File: config.mk
export PLATFORM = sky130hd
export DESIGN_NAME = bus_xfer_master
export DESIGN_NICKNAME = d
export VERILOG_FILES = /design/src/rtl/xfer_pkg.sv /design/src/rtl/xfer_resp_decode.sv /design/src/rtl/xfer_retry_ctr.sv /design/src/rtl/bus_xfer_master.sv
export SDC_FILE = /design/constraint.sdc
export NUM_CORES = 1
export LEC_CHECK = 0
export BUFFER_PORTS_ARGS = -buffer_cell sky130_fd_sc_hd__buf_2
export CORE_MARGIN = 2
export CORE_UTILIZATION = 43
export CTS_BUF_LIST = sky130_fd_sc_hd__clkbuf_16
export CTS_CLUSTER_DIAMETER = 40
export DETAILED_ROUTE_END_ITERATION = 12
export HOLD_SLACK_MARGIN = 0.12
export PLACE_DENSITY = 0.76
export SYNTH_ARGS = -nofsm -noshare
export SYNTH_HDL_FRONTEND = slang
export SYNTH_SLANG_ARGS = --single-unit
File: constraint.sdc
create_clock -name clk_i -period 1.7 [get_ports clk_i]
set_input_delay 0.255 -clock clk_i [delete_from_list [all_inputs] [get_ports clk_i]]
set_output_delay 0.255 -clock clk_i [all_outputs]
set_load 0.02 [all_outputs]
File: src/rtl/xfer_pkg.sv
package xfer_pkg;

    typedef enum logic [1:0] {
        PH_IDLE   = 2'd0,
        PH_ARM    = 2'd1,
        PH_STROBE = 2'd2,
        PH_GAP    = 2'd3
    } phase_e;

    typedef enum logic [1:0] {
        RSP_NONE  = 2'd0,
        RSP_ACK   = 2'd1,
        RSP_FAIL  = 2'd2,
        RSP_RETRY = 2'd3
    } rsp_e;

    localparam logic [1:0] STAT_OK      = 2'b00;
    localparam logic [1:0] STAT_ERR     = 2'b01;
    localparam logic [1:0] STAT_EXHAUST = 2'b10;

endpackage

File: src/rtl/xfer_resp_decode.sv
module xfer_resp_decode
    import xfer_pkg::*;
(
    input  logic strobe_i,
    input  logic ack_i,
    input  logic fail_i,
    input  logic retry_i,
    output rsp_e rsp_o
);
    logic collide;

    // two or more terminations together are a protocol error
    assign collide = (ack_i & fail_i) | (ack_i & retry_i) | (fail_i & retry_i);

    always_comb begin
        rsp_o = RSP_NONE;
        if (strobe_i) begin
            if (collide)      rsp_o = RSP_FAIL;
            else if (ack_i)   rsp_o = RSP_ACK;
            else if (fail_i)  rsp_o = RSP_FAIL;
            else if (retry_i) rsp_o = RSP_RETRY;
        end
    end
endmodule

File: src/rtl/xfer_retry_ctr.sv
module xfer_retry_ctr #(
    parameter int MAX_RETRY = 3,
    localparam int CNT_W    = (MAX_RETRY < 1) ? 1 : $clog2(MAX_RETRY + 1)
) (
    input  logic clk_i,
    input  logic rst_ni,
    input  logic clear_i,
    input  logic incr_i,
    output logic at_limit_o
);
    localparam logic [CNT_W-1:0] LIMIT = CNT_W'(MAX_RETRY);

    logic [CNT_W-1:0] cnt_d, cnt_q;

    always_comb begin
        cnt_d = cnt_q;
        if (clear_i)                    cnt_d = '0;
        else if (incr_i && !at_limit_o) cnt_d = cnt_q + 1'b1;
    end

    always_ff @(posedge clk_i or negedge rst_ni) begin
        if (!rst_ni) cnt_q <= '0;
        else         cnt_q <= cnt_d;
    end

    assign at_limit_o = (cnt_q == LIMIT);
endmodule

File: src/rtl/bus_xfer_master.sv
module bus_xfer_master
    import xfer_pkg::*;
#(
    parameter int ADDR_W    = 32,
    parameter int DATA_W    = 32,
    parameter int MAX_RETRY = 3,
    localparam int SEL_W    = DATA_W / 8
) (
    input  logic              clk_i,
    input  logic              rst_ni,
    input  logic              cmd_valid_i,
    output logic              cmd_ready_o,
    input  logic              cmd_write_i,
    input  logic [ADDR_W-1:0] cmd_addr_i,
    input  logic [DATA_W-1:0] cmd_wdata_i,
    input  logic [SEL_W-1:0]  cmd_sel_i,
    output logic              done_o,
    output logic [1:0]        status_o,
    output logic [DATA_W-1:0] rdata_o,
    output logic              bus_cycle_o,
    output logic              bus_strobe_o,
    output logic              bus_write_o,
    output logic [ADDR_W-1:0] bus_addr_o,
    output logic [DATA_W-1:0] bus_wdata_o,
    output logic [SEL_W-1:0]  bus_sel_o,
    input  logic [DATA_W-1:0] bus_rdata_i,
    input  logic              bus_ack_i,
    input  logic              bus_fail_i,
    input  logic              bus_retry_i
);
    if (!(DATA_W == 8 || DATA_W == 16 || DATA_W == 32 || DATA_W == 64)) begin : g_bad_width
        $error("bus_xfer_master: DATA_W must be 8, 16, 32 or 64");
    end

    typedef struct packed {
        phase_e              phase;
        logic                wr;
        logic [ADDR_W-1:0]   addr;
        logic [DATA_W-1:0]   wdata;
        logic [SEL_W-1:0]    sel;
        logic                done;
        logic [1:0]          status;
        logic [DATA_W-1:0]   rdata;
    } regs_t;

    regs_t r_d, r_q;
    rsp_e  rsp;
    logic  retry_clr, retry_inc, retry_at_limit;

    xfer_resp_decode u_dec (
        .strobe_i (r_q.phase == PH_STROBE),
        .ack_i    (bus_ack_i),
        .fail_i   (bus_fail_i),
        .retry_i  (bus_retry_i),
        .rsp_o    (rsp)
    );

    xfer_retry_ctr #(.MAX_RETRY(MAX_RETRY)) u_retry (
        .clk_i      (clk_i),
        .rst_ni     (rst_ni),
        .clear_i    (retry_clr),
        .incr_i     (retry_inc),
        .at_limit_o (retry_at_limit)
    );

    always_comb begin
        r_d       = r_q;
        r_d.done  = 1'b0;
        retry_clr = 1'b0;
        retry_inc = 1'b0;
        unique case (r_q.phase)
            PH_IDLE: begin
                if (cmd_valid_i) begin
                    r_d.phase = PH_ARM;
                    r_d.wr    = cmd_write_i;
                    r_d.addr  = cmd_addr_i;
                    r_d.wdata = cmd_wdata_i;
                    r_d.sel   = cmd_sel_i;
                    retry_clr = 1'b1;
                end
            end
            PH_ARM: r_d.phase = PH_STROBE;
            PH_STROBE: begin
                unique case (rsp)
                    RSP_ACK: begin
                        r_d.phase  = PH_IDLE;
                        r_d.done   = 1'b1;
                        r_d.status = STAT_OK;
                        if (!r_q.wr) r_d.rdata = bus_rdata_i;
                    end
                    RSP_FAIL: begin
                        r_d.phase  = PH_IDLE;
                        r_d.done   = 1'b1;
                        r_d.status = STAT_ERR;
                    end
                    RSP_RETRY: begin
                        if (retry_at_limit) begin
                            r_d.phase  = PH_IDLE;
                            r_d.done   = 1'b1;
                            r_d.status = STAT_EXHAUST;
                        end else begin
                            r_d.phase = PH_GAP;
                            retry_inc = 1'b1;
                        end
                    end
                    default: ;
                endcase
            end
            PH_GAP: r_d.phase = PH_ARM;
            default: r_d.phase = PH_IDLE;
        endcase
    end

    always_ff @(posedge clk_i or negedge rst_ni) begin
        if (!rst_ni) r_q <= '0;
        else         r_q <= r_d;
    end

    assign cmd_ready_o  = (r_q.phase == PH_IDLE);
    assign bus_cycle_o  = (r_q.phase == PH_ARM) || (r_q.phase == PH_STROBE);
    assign bus_strobe_o = (r_q.phase == PH_STROBE);
    assign bus_write_o  = r_q.wr;
    assign bus_addr_o   = r_q.addr;
    assign bus_wdata_o  = r_q.wdata;
    assign bus_sel_o    = r_q.sel;
    assign done_o       = r_q.done;
    assign status_o     = r_q.status;
    assign rdata_o      = r_q.rdata;
endmodule

==> out/qor.txt <==
Vias/cell = 4.63
Rows = 39
CTS sink count = 108
Total GRT Usage = 0.148
clk buf depth = 2
Slew HR = 0.738
area of the multi-input gates = 1510 µm²
crit path cell chain = inv_1 -> ha_1 -> buf_2
crit path max-delay cell type = dfrtp_1
number of global-route vias before repair = 2939
max cap viols = 0
Post-Place Cell Area = 5590 µm²
clock skew after layout = 0.00452 ns
YS warnings = 0
Required @ worst endpoint = 1.44 ns
HP Class = primary input to register
Avg Synthesized Cell Area = 14.3 µm²
Tcrit/Tclk final = 0.942
Die ar. = 12700 µm²
DP HPWL = 6940 µm
met1 layer usage reported by global route = 0.187
Final Hold Vio Count = 0
# diodes = 0
Final TNS setup = 0 ns
CP startpoint = r_q[105]$_DFFE_PN0P_
Gate Count Post-Synth = 355
final WL = 9400 µm
placed cell count = 605
RSZ-0062 raised after global routing = false
Die Span X = 113 µm
static leakage power = 3.10 nW
crit path kind = register to output pin
Synth-to-Final Area Change = 16.1%
Register Area = 2700 µm²
distinct cell type count after synthesis = 25
Clk Latency, worst-skew pair = 0.34 ns
Nets = 586
met2 usage = 0.238
Root Buffer = clkbuf_16
grt met3 use = 0.0437
Core ar. = 11500 µm²
io pins = 214
Antenna Nets Post-Route = 0
R2R Path Start = r_q[104]$_DFFE_PN0P_
Fmax = 0.624 GHz
design area = 5890 µm²
Slew Limit Fails = 0
largest net degree at the start of global routing = 44
Synth Cell Area = 5070 µm²
cell type with the highest aggregate area in the netlist = dfrtp_1
DRT Pass-1 Iters = 4
Critical Path AT = 1.35 ns
starting density of the core = 0.442
# DRC = 0
height of the die = 113 µm
most common cell after layout, fill and taps aside = buf_2
DRT iter0 DRCs = 117
GP Congestion = 0.782
layout cells sized above 1 = 0.704
main area contributors after synthesis = dfrtp_1, mux2_2, buf_4, mux2_4, buf_12
maximum vdd drop = 0.876 mV
routed vias = 2882
CTS Buf Count = 9
crit path time final = 1.60 ns
post-CTS setup buffer count = 0
FF+latch count, synth = 108
PwrDens = 1980 nW/µm²
clock-pin slew of the registers on the worst-case setup and hold paths = 0.07 ns
# fillers = 988
Final setup viols = 0
Post-Layout Cell Count = 623
GR Overflow Total = 0
syn nets = 466
Final Power = 11.6 mW
endpoint class of the critical path = output pin
input/output buffers = 213
CTS tree = done
Critical Path Source Type = register
most frequent cells in the layout = buf_2, dfrtp_1, mux2_2
global route hottest layer = met2
top cell type's share of synthesized area = 0.533
global-route wire length before repair = 14900 µm
Worst Max-Slew Pin Slew = 0.394 ns
outcome = complete, no violations
crit-path max FO = 4
drt wl/cell = 15.1 µm
Seq/Total Area, Yosys = 0.533
H-tree depth reported by CTS = 3
hold_sp = cmd_addr_i[1]
CP max stage delay = 0.42 ns
antenna violations before repair = 0
## sequential cells by signal, indices dropped and copies added (netlist names)
name           count
rdata_o           32
bus_write_o        1
bus_wdata_o       32
r_q                2
done_o             1
status_o           2
bus_addr_o        32
bus_sel_o          4
u_retry.cnt_q      2
## area by class of cell
class,count,area share
Timing Repair Buffer,222,0.209
Clock buffer,9,0.0383
Multi-Input combinational cell,132,0.257
Tap cell,143,0.0304
Sequential cell,108,0.459
Inverter,2,0.00128
Clock inverter,7,0.00489
## Yosys cell counts
library cell and number:
mux2i_1 2, buf_12 3, nand2_1 5, mux2_2 71
nand4bb_1 1, nor2_1 3, nand2b_1 1, nor4b_2 1
nand3b_1 1, ha_1 4, buf_4 102, dfrtp_1 108
o41a_1 2, buf_2 7, a21boi_0 1, inv_1 2
nand3_1 2, buf_6 1, o31ai_1 1, and4bb_1 1
nor2b_1 2, o21ai_0 2, a31oi_1 1, or4b_1 1
mux2_4 30
## kinds of logic after synthesis
kind of cell | count (synthesis) | synth area share
muxes | 103 | 0.250
AOI/OAI and AO/OA | 7 | 0.0106
and+or+nand+nor | 18 | 0.0227
DFF | 108 | 0.533
adders and majority gates | 4 | 0.00987
buffers and inverters | 115 | 0.173
## routing by layer
metal	share of wire	up-vias	wire (µm)
met1	0.41	1403	3840
li1	-	1344	-
met4	0.018	0	166
met3	0.077	12	721
met5	0	-	0
met2	0.50	123	4670
## worst max-delay path, delay by kind of cell, from the launching register on
family     cells  cell delay, ns
fa+ha+maj      1            0.26
flops          1            0.42
buf+inv        2            0.33
## report_power, final
group	switching, mW	total (mW)	internal [mW]
Sequential	0.631	4.46	3.82
Clock	0.862	1.82	0.963
Combinational	2.90	5.35	2.45
## metrics by stage
stage,setup WS (ns),utilization,hold slack [ns]
2_1_floorplan,0.0483,-,-0.0406
3_3_place_gp,0.112,0.488,0.206
3_5_place_dp,0.0536,0.488,0.208
4_1_cts,0.0484,0.511,0.124
5_1_grt,0.0143,0.513,0.130
6_report,0.0979,0.513,0.141
## timing repair
item	in CTS	in global routing
gates resized for setup	0	2
hold endpoints to repair	27	0
hold buffers	1	0
endpoints found under the setup margin	0	56
## worst paths after layout
kind / to / slack (ns) / depth (start not counted)
worst max-delay path: cmd_ready_o / 0.1 / 3
worst min-delay path: bus_addr_o[1]$_DFFE_PN0P_ / 0.14 / 2
worst max register to register: rdata_o[31]$_DFFE_PN0P_ / 0.11 / 6
worst min register to register: bus_wdata_o[1]$_DFFE_PN0P_ / 0.50 / 1
max in group asynchronous: status_o[0]$_DFFE_PN0P_ / 0.77 / 3
min in group asynchronous: rdata_o[5]$_DFFE_PN0P_ / 0.39 / 2
Note: power is estimated with default switching activity, not from simulation.
